### src/rtl/ws_pkg.sv
package ws_pkg;

    localparam int DATA_W = 16;

    // Status register bit positions
    localparam int ST_N  = 7;
    localparam int ST_AM = 5;
    localparam int ST_IM = 4;
    localparam int ST_Z  = 1;
    localparam int ST_C  = 0;
    localparam logic [7:0] ST_RESET = 8'h34;

    typedef enum logic [1:0] {
        OP_LOAD = 2'd0,
        OP_INC  = 2'd1,
        OP_DEC  = 2'd2,
        OP_CMP  = 2'd3
    } step_op_e;

    typedef enum logic [1:0] {
        TGT_A    = 2'd0,
        TGT_X    = 2'd1,
        TGT_Y    = 2'd2,
        TGT_NONE = 2'd3
    } tgt_e;

    typedef struct packed {
        logic [DATA_W-1:0] value;
        logic              n;
        logic              z;
        logic              c;
        logic              wr_reg;
    } alu_res_t;

endpackage

### src/rtl/ws_alu.sv
module ws_alu
    import ws_pkg::*;
#(
    parameter int W = DATA_W
) (
    input  step_op_e       op,
    input  logic [W-1:0]   cur,
    input  logic [W-1:0]   opnd,
    input  logic           narrow,
    input  logic           c_in,
    output alu_res_t       res
);
    localparam int HW = W / 2;

    logic [W:0]    diff_w;
    logic [HW:0]   diff_n;
    logic [W-1:0]  full;
    logic [W-1:0]  merged;
    logic [W-1:0]  flag_src;

    always_comb begin
        diff_w = {1'b0, cur} - {1'b0, opnd};
        diff_n = {1'b0, cur[HW-1:0]} - {1'b0, opnd[HW-1:0]};

        unique case (op)
            OP_LOAD: full = opnd;
            OP_INC:  full = cur + 1'b1;
            OP_DEC:  full = cur - 1'b1;
            default: full = cur;
        endcase

        // Narrow results keep the upper half of the register
        merged = narrow ? {cur[W-1:HW], full[HW-1:0]} : full;

        if (op == OP_CMP)
            flag_src = narrow ? {{(W-HW){1'b0}}, diff_n[HW-1:0]} : diff_w[W-1:0];
        else
            flag_src = merged;

        res.value  = merged;
        res.n      = narrow ? flag_src[HW-1] : flag_src[W-1];
        res.z      = narrow ? (flag_src[HW-1:0] == '0) : (flag_src == '0);
        res.c      = (op == OP_CMP) ? ~(narrow ? diff_n[HW] : diff_w[W]) : c_in;
        res.wr_reg = (op != OP_CMP);
    end

endmodule

### src/rtl/ws_regs.sv
module ws_regs
    import ws_pkg::*;
#(
    parameter int W     = DATA_W,
    parameter int NREGS = 3
) (
    input  logic         clk,
    input  logic         rst,
    input  logic         we,
    input  tgt_e         tgt,
    input  logic [W-1:0] din,
    output logic [W-1:0] cur,
    output logic [W-1:0] a_q,
    output logic [W-1:0] x_q,
    output logic [W-1:0] y_q
);
    logic [W-1:0] bank [NREGS];

    for (genvar i = 0; i < NREGS; i++) begin : g_reg
        localparam logic [1:0] IDX = i;
        always_ff @(posedge clk) begin
            if (rst)
                bank[i] <= '0;
            else if (we && (tgt == tgt_e'(IDX)))
                bank[i] <= din;
        end
    end

    always_comb begin
        unique case (tgt)
            TGT_A:   cur = bank[0];
            TGT_X:   cur = bank[1];
            TGT_Y:   cur = bank[2];
            default: cur = '0;
        endcase
    end

    assign a_q = bank[0];
    assign x_q = bank[1];
    assign y_q = bank[2];

endmodule

### src/rtl/width_step_unit.sv
module width_step_unit
    import ws_pkg::*;
#(
    parameter int W = DATA_W
) (
    input  logic         clk,
    input  logic         rst,
    input  logic         wr_en,
    input  logic [1:0]   op_sel,
    input  logic [1:0]   tgt_sel,
    input  logic [W-1:0] operand,
    input  logic         acc_narrow,
    input  logic         idx_narrow,
    output logic [W-1:0] acc_q,
    output logic [W-1:0] xr_q,
    output logic [W-1:0] yr_q,
    output logic [7:0]   status_q
);
    step_op_e     op;
    tgt_e         tgt;
    logic         narrow;
    logic [W-1:0] cur;
    alu_res_t     res;
    logic         reg_we;
    logic [7:0]   st;

    assign op     = step_op_e'(op_sel);
    assign tgt    = tgt_e'(tgt_sel);
    assign narrow = (tgt == TGT_A) ? acc_narrow : idx_narrow;
    assign reg_we = wr_en && (tgt != TGT_NONE) && res.wr_reg;

    ws_regs #(.W(W)) u_regs (
        .clk (clk),
        .rst (rst),
        .we  (reg_we),
        .tgt (tgt),
        .din (res.value),
        .cur (cur),
        .a_q (acc_q),
        .x_q (xr_q),
        .y_q (yr_q)
    );

    ws_alu #(.W(W)) u_alu (
        .op     (op),
        .cur    (cur),
        .opnd   (operand),
        .narrow (narrow),
        .c_in   (st[ST_C]),
        .res    (res)
    );

    always_ff @(posedge clk) begin
        if (rst) begin
            st <= ST_RESET;
        end else if (wr_en) begin
            st[ST_AM] <= acc_narrow;
            st[ST_IM] <= idx_narrow;
            if (tgt != TGT_NONE) begin
                st[ST_N] <= res.n;
                st[ST_Z] <= res.z;
                st[ST_C] <= res.c;
            end
        end
    end

    assign status_q = st;

    // idle cycles hold everything
    a_r2_idle_hold: assert property (@(posedge clk) disable iff (rst)
        !wr_en |=> ($stable(acc_q) && $stable(xr_q) && $stable(yr_q) && $stable(status_q)));

    // narrow accumulator writes keep the upper byte
    a_r3_acc_high_kept: assert property (@(posedge clk) disable iff (rst)
        (wr_en && tgt_sel == 2'd0 && acc_narrow) |=> $stable(acc_q[W-1:W/2]));

    // narrow index writes keep the upper byte
    a_r3_idx_high_kept: assert property (@(posedge clk) disable iff (rst)
        (wr_en && tgt_sel != 2'd0 && idx_narrow) |=> ($stable(xr_q[W-1:W/2]) && $stable(yr_q[W-1:W/2])));

    // non-compare operations never move carry
    a_r4_carry_kept: assert property (@(posedge clk) disable iff (rst)
        (wr_en && op_sel != 2'd3) |=> $stable(status_q[ST_C]));

    // compare leaves every register alone
    a_r7_cmp_no_write: assert property (@(posedge clk) disable iff (rst)
        (wr_en && op_sel == 2'd3) |=> ($stable(acc_q) && $stable(xr_q) && $stable(yr_q)));

    // unused status bits never change
    a_r8_fixed_bits: assert property (@(posedge clk) disable iff (rst)
        !rst |=> $stable({status_q[6], status_q[3], status_q[2]}));

    // no-target strobe keeps registers and result flags
    a_r9_no_target: assert property (@(posedge clk) disable iff (rst)
        (wr_en && tgt_sel == 2'd3) |=> ($stable(acc_q) && $stable(xr_q) && $stable(yr_q)
                                        && $stable({status_q[ST_N], status_q[ST_Z], status_q[ST_C]})));

endmodule

### config.mk
export PLATFORM = sky130hd
export DESIGN_NAME = width_step_unit
export DESIGN_NICKNAME = d
export VERILOG_FILES = /design/src/rtl/ws_pkg.sv /design/src/rtl/ws_alu.sv /design/src/rtl/ws_regs.sv /design/src/rtl/width_step_unit.sv
export SDC_FILE = /design/constraint.sdc
export NUM_CORES = 1
export LEC_CHECK = 0
export BUFFER_PORTS_ARGS = -buffer_cell sky130_fd_sc_hd__buf_2
export CORE_ASPECT_RATIO = 0.5
export CORE_MARGIN = 4
export CORE_UTILIZATION = 51
export DETAILED_ROUTE_END_ITERATION = 16
export GPL_TIMING_DRIVEN = 0
export PLACE_DENSITY = 0.82
export SLEW_MARGIN = 20
export SYNTH_ARGS = -nofsm -noshare
export SYNTH_HDL_FRONTEND = slang
export SYNTH_SLANG_ARGS = --single-unit
### constraint.sdc
create_clock -name clk -period 4.1 [get_ports clk]
set_input_delay 0.82 -clock clk [delete_from_list [all_inputs] [get_ports clk]]
set_output_delay 0.82 -clock clk [all_outputs]
set_load 0.05 [all_outputs]
==> Word-level counts from Yosys, hierarchy flattened <==
Memories as Yosys holds them, arrays and structs flattened.
Cells that the tools add are included.
{ "op_classes": {"n_reduce_logical": 11, "n_mux": 23, "eq_ne": 7, "n_bitwise": 4, "addsub": 4} }
{ "op_table": {"columns": ["cell", "count"], "rows": [
  ["two-way mux 16 bit", 6],
  ["case mux 16 bit (3 select lines)", 2],
  ["subtractor 16 x 16 -> 17 bit", 1],
  ["adder 16 x 1 -> 16 bit, second input constant", 1],
  ["zero test 16 bit", 1],
  ["subtractor 16 x 1 -> 16 bit, second input constant", 1],
  ["two-way mux 1 bit", 15],
  ["subtractor 8 x 8 -> 9 bit", 1],
  ["zero test 8 bit", 1],
  ["equality test 2 bit, second input constant", 3],
  ["logical AND 1 bit", 5],
  ["equality test 2 x 1 -> 1 bit, second input constant", 2],
  ["zero test 2 bit", 2],
  ["inequality test 2 bit, second input constant", 2],
  ["OR 1 bit", 3],
  ["AND reduction 3 bit", 1],
  ["AND reduction 2 bit", 1],
  ["inverter 1 bit", 1]
]} }
{ "word_totals": {"ff_bits": 5, "mem_bits_rw": 48, "output_inout_bits": 56, "n_memories": 1} }
{ "memory_table": {"columns": ["memory", "depth", "width", "read_ports", "rd_ports_with_merged_regs", "wr", "line_no", "text"], "rows": [
  ["u_regs.bank", 3, 16, 3, 0, 3, "ws_regs.sv:17", "logic [W-1:0] bank [NREGS];"]
]} }

==> Longest topological paths before layout <==
{ "depth": {"ltp_word": 8, "mapped_depth": 16, "ltp_nobuf": 14} }

==> By module <==
From an unflattened synthesis, not the netlist that was laid out.
{ "hier_totals": {"hier_cells": 605, "area_unflattened_um2": 5096.1} }
{ "by_module_without_submodules": {"columns": ["module", "instances", "area_per_inst_um2", "seq_area_each_um2", "cells_each"], "rows": [
  ["ws_alu", 1, 2627.5, 0.0, 411],
  ["ws_regs", 1, 2197.1, 1441.4, 167],
  ["width_step_unit", 1, 271.5, 100.1, 27]
]} }

==> Least setup slack after synthesis <==
No wires, ideal clock.
{ "synth_timing": {"kind": "input to register", "from": "in tgt_sel[1]", "to": "reg st[1], in the netlist status_q[1]", "cell_stages": 16, "setup_ps": 126, "required_ps": 3974, "path_buffers": 3, "arrival_time_ps": 3868, "slack_ps": 105, "path_cell_list": "clkbuf_1 nor2b_1 buf_2 buf_2 nand2_1 o21ai_0 ha_1 o21ai_0 a21oi_1 o31a_1 o22a_1 a21oi_1 mux2_2 a32o_1 a311oi_1 a21oi_1"} }
{ "synth_via": {"elab_chain_cells": 8, "word_cells_on_any_way": 18, "cone_classes": "4 x add/sub; 3 x eq/ne; 7 x mux; 4 x reduce/logical"} }
{ "synth_rtl": {"columns": ["item", "line_no", "text"], "rows": [
  ["from (decl)", "width_step_unit.sv:10", "input logic [1:0] tgt_sel,"],
  ["equality test 2 bit (tied with other cells)", "ws_regs.sv:30", "unique case (tgt)"],
  ["case mux 16 bit (3 select lines)", "ws_regs.sv:30", null],
  ["subtractor 16 x 1 -> 16 bit / adder 16 x 1 -> 16 bit (equally long branches)", "ws_alu.sv:28, ws_alu.sv:27", null],
  ["case mux 16 bit (3 select lines)", "ws_alu.sv:25", "unique case (op)"],
  ["two-way mux 16 bit", "ws_alu.sv:33", "merged = narrow ? {cur[W-1:HW], full[HW-1:0]} : full;"],
  ["two-way mux 16 bit", "ws_alu.sv:35", "if (op == OP_CMP)"],
  ["zero test 16 bit / zero test 8 bit (equally long branches)", "ws_alu.sv:42", "res.z = narrow ? (flag_src[HW-1:0] == '0) : (flag_src == '0);"],
  ["two-way mux 1 bit", "ws_alu.sv:42", null],
  ["to (signal, indexed assignment)", "width_step_unit.sv:57", "st[ST_AM] <= acc_narrow;"],
  ["to (signal, indexed assignment)", "width_step_unit.sv:58", "st[ST_IM] <= idx_narrow;"],
  ["to (signal, indexed assignment)", "width_step_unit.sv:60", "st[ST_N] <= res.n;"],
  ["to (decl)", "width_step_unit.sv:25", "logic [7:0] st;"]
]} }
Parallel ways exist; a longest one is shown, timed or not.
A chain may end at the register's enable or synchronous reset.

==> Worst setup path after layout <==
Ends and elaborated chain as after synthesis.

==> flow_summary.toml <==
[run_status]
status = "finished with violations"
violations = "negative setup slack"

[drt]
routed_via_density = 6.07
wirelength_um = 12900
drcViolationCount = 0
vias = 4379
first_pass_iters = 5
wire_per_inst_um = 17.9
drt_iter0_markers = 537
final_antenna_net_count = 0

[sta]
maxSlewViolCount = 0
post-route-worst-setup-slack_ns = -0.00481
period_minus_slack_ns = 4.10
rsz0062_at_grt = "true"
relSlewSlack = 0.487
max_freq_mhz = 244
final_hold_viol_count = 0
skew_ns = 0.00940
tightest_slew_ns = 0.767
period_share = 1.00
finalHoldWorstSlack_ns = 0.504
setup_viol_count_final = 1

[synth]
synth_area_um2 = 4400
synthTopCellsByArea = "edfxtp_1 33%, ha_1 9.7%, nor2_1 6.9%, mux2i_1 4.6%, nand2_1 4.0%"
syn_inst = 514
synth_ff_type = "edfxtp_1"
ys_top_cells_by_count = "81 x nor2_1, 48 x edfxtp_1, 47 x nand2_1"
ys_warn_count = 0
ys_seq_area_frac = 0.350
yosysMostFrequentCell = "nor2_1"
synthArstFlopShare = 0
yosysUniqueCellTypes = 65
synth_area_leader_cell = "edfxtp_1"
postSynthAreaPerCell_um2 = 8.56
synth_seq_cells = 53
yosysTopAreaCellShare = 0.328
synth_edf_count = 48

[power_and_ir_drop]
total_power_mw = 1.76
power.leakage_nw = 2.39
pwr-share-clk = 0.276
p_switching_uw = 637
ir_drop_uv = 303
p_seq_frac = 0.361
p_int_mw = 1.12
p_per_area_nw_per_um2 = 330
power.share.switching = 0.362
pwr-share-comb = 0.363

[worst_setup_path]
critPathCaptureType = "flip-flop"
cp-start-kind = "primary input"
arrival_ns = 4.28
path_delay_family = "compound AO/OA/AOI/OAI gates"
crit_required_ns = 4.27
crit_top_cell = "a21oi_1"
crit_buf_inv = 5
path_class = "in -> reg"
slowest_stage = "ha_1"
critPathMaxFanout = 10
cpPeakStageDelay_ns = 0.38
critical_path.cell_chain = "buf_2 -> clkbuf_4 -> nor2b_1 -> clkbuf_4 -> buf_4 -> a21oi_1 -> inv_1 -> ha_1 -> o21ai_0 -> a21oi_1 -> o31a_1 -> o22a_1 -> a21oi_2 -> mux2_2 -> a32o_1 -> a311oi_2 -> a21oi_1"

[final_layout]
final_area_um2 = 5320
num-fill-cells = 639
nets = 669
antennaDiodeCount = 0
layout-drive-gt1-share = 0.225
syn2layout_area_growth_pct = 21.0

[die]
io_pins = 81
core_area_um2 = 8200
die_w_um = 139
die_area_um2 = 10300
fp.dieH_um = 73.7
start_util = 0.536
rows = 23

[job]
cap_violations = 0

[cts]
cts_tree = "yes"
clkTransAtPathRegs_ns = 0.07
clock-sinks = 53
clock_path_buffers = 2
cts_root_buf = "clkbuf_16"
worst_skew_pair.late_latency_ns = 0.29
cts-buffers-inserted = 5
htreeDepth = 2
hold_buffers = 0

[global_route]
antenna_found_initial = 0
grt_max_degree = 22
grt_pass1_vias = 3852
grt_first_pass_wirelength_um = 19800
grt_usage = 0.243
grt_overflow = 0

[place]
placed_area_um2 = 4930
dp_slack_ns = -0.798
dp_hpwl_um = 9920
io_buffer_count = 77
gp_congestion = 0.955

[min_path]
hold_class = "reg -> reg"
## final timing paths
| check | start | slack, ns | depth (start not counted) | endpoint |
|---|---|---|---|---|
| worst max-delay path | tgt_sel[1] | -0.005 | 17 | status_q[1] |
| worst min-delay path | status_q[5] | 0.50 | 2 | status_q[5] |
| worst min register to register | status_q[5] | 0.50 | 2 | status_q[5] |
| worst max register to register | u_regs.bank[1][0] | 0.59 | 14 | status_q[1] |
## final cells by class
type | instances | area (µm²) | area share
Buffer | 22 | 124 | 0.0233
Sequential cell | 53 | 1540 | 0.290
Timing Repair Buffer | 86 | 453 | 0.0851
Clock buffer | 5 | 125 | 0.0235
Tap cell | 112 | 140 | 0.0263
Inverter | 32 | 120 | 0.0226
Clock inverter | 3 | 47.5 | 0.00893
Multi-Input combinational cell | 408 | 2770 | 0.521
## what timing repair did
action | in CTS | in global routing
pin swaps | 0 | 9
resized for setup | 15 | 28
setup endpoints to repair | 17 | 16
setup buffers | 1 | 8
gates cloned | 0 | 0
## logic make-up after synthesis
group | Yosys count | synth area share
simple gates | 194 | 0.201
compound gates | 138 | 0.209
buf+inv | 54 | 0.0518
flops | 53 | 0.350
fa+ha+maj | 36 | 0.106
mux | 21 | 0.0481
xor+xnor | 16 | 0.0319
other cells | 2 | 0.00171
## worst reg2reg max path: stages (launching register included)
cell,delay (ns)
edfxtp_1,0.38
mux2i_1,0.24
nor2_1,0.08
a21oi_2,0.23
ha_1,0.23
fa_1,0.20
nand2b_1,0.16
a21oi_1,0.10
o31a_1,0.28
o22a_1,0.26
a21oi_2,0.21
mux2_2,0.35
a32o_1,0.27
a311oi_2,0.29
a21oi_1,0.10
## per-stage QoR
| step | TNS, ns | std cells | utilization |
|---|---|---|---|
| CTS | 0 | 713 | 0.629 |
| finish | -0.00481 | 721 | 0.649 |
| detailed placement | -9.13 | 704 | 0.601 |
| floorplan | 0 | 515 | - |
| global placement | -7.63 | 704 | 0.601 |
| global route | -0.114 | 721 | 0.649 |
## power by group through the flow
stage,registers [mW],logic (mW),clock network (mW)
after detailed placement,0.646,0.579,0
after global routing,0.637,0.689,0.507
after CTS,0.634,0.592,0.484
final,0.635,0.638,0.485
after global placement,0.645,0.572,0
after floorplan,0.741,0.339,0
## per-layer routing
metal	up-vias	wire length (µm)	global-route usage
met5	-	0	0
met4	0	117	0.0499
met3	15	1500	0.0488
met2	261	5740	0.379
met1	2039	5550	0.354
li1	2064	-	-
## cells in the final DEF (no fill, tap or decap), types with 4 or more instances in the layout
cell and instances:
and3_1 5, nand3_1 9, ha_1 31, clkbuf_1 10, a21oi_1 32, nor2b_1 6
a21o_1 9, o21ai_0 24, nor2_1 81, o21a_1 5, inv_1 32, a221o_1 4
buf_4 15, o21ai_1 10, or3_1 4, xor2_1 8, o21ai_2 6, clkbuf_16 5
nand2b_1 9, nand2_1 47, nor3_1 12, buf_2 79, dfxtp_1 5, mux2i_1 20
xnor2_1 8, nand4_1 5, edfxtp_1 48
## state kept, by name, indices dropped and copies added, names as in the netlist
signal	cells
u_regs.bank	48
status_q	5
(Power assumes the default switching activity.)
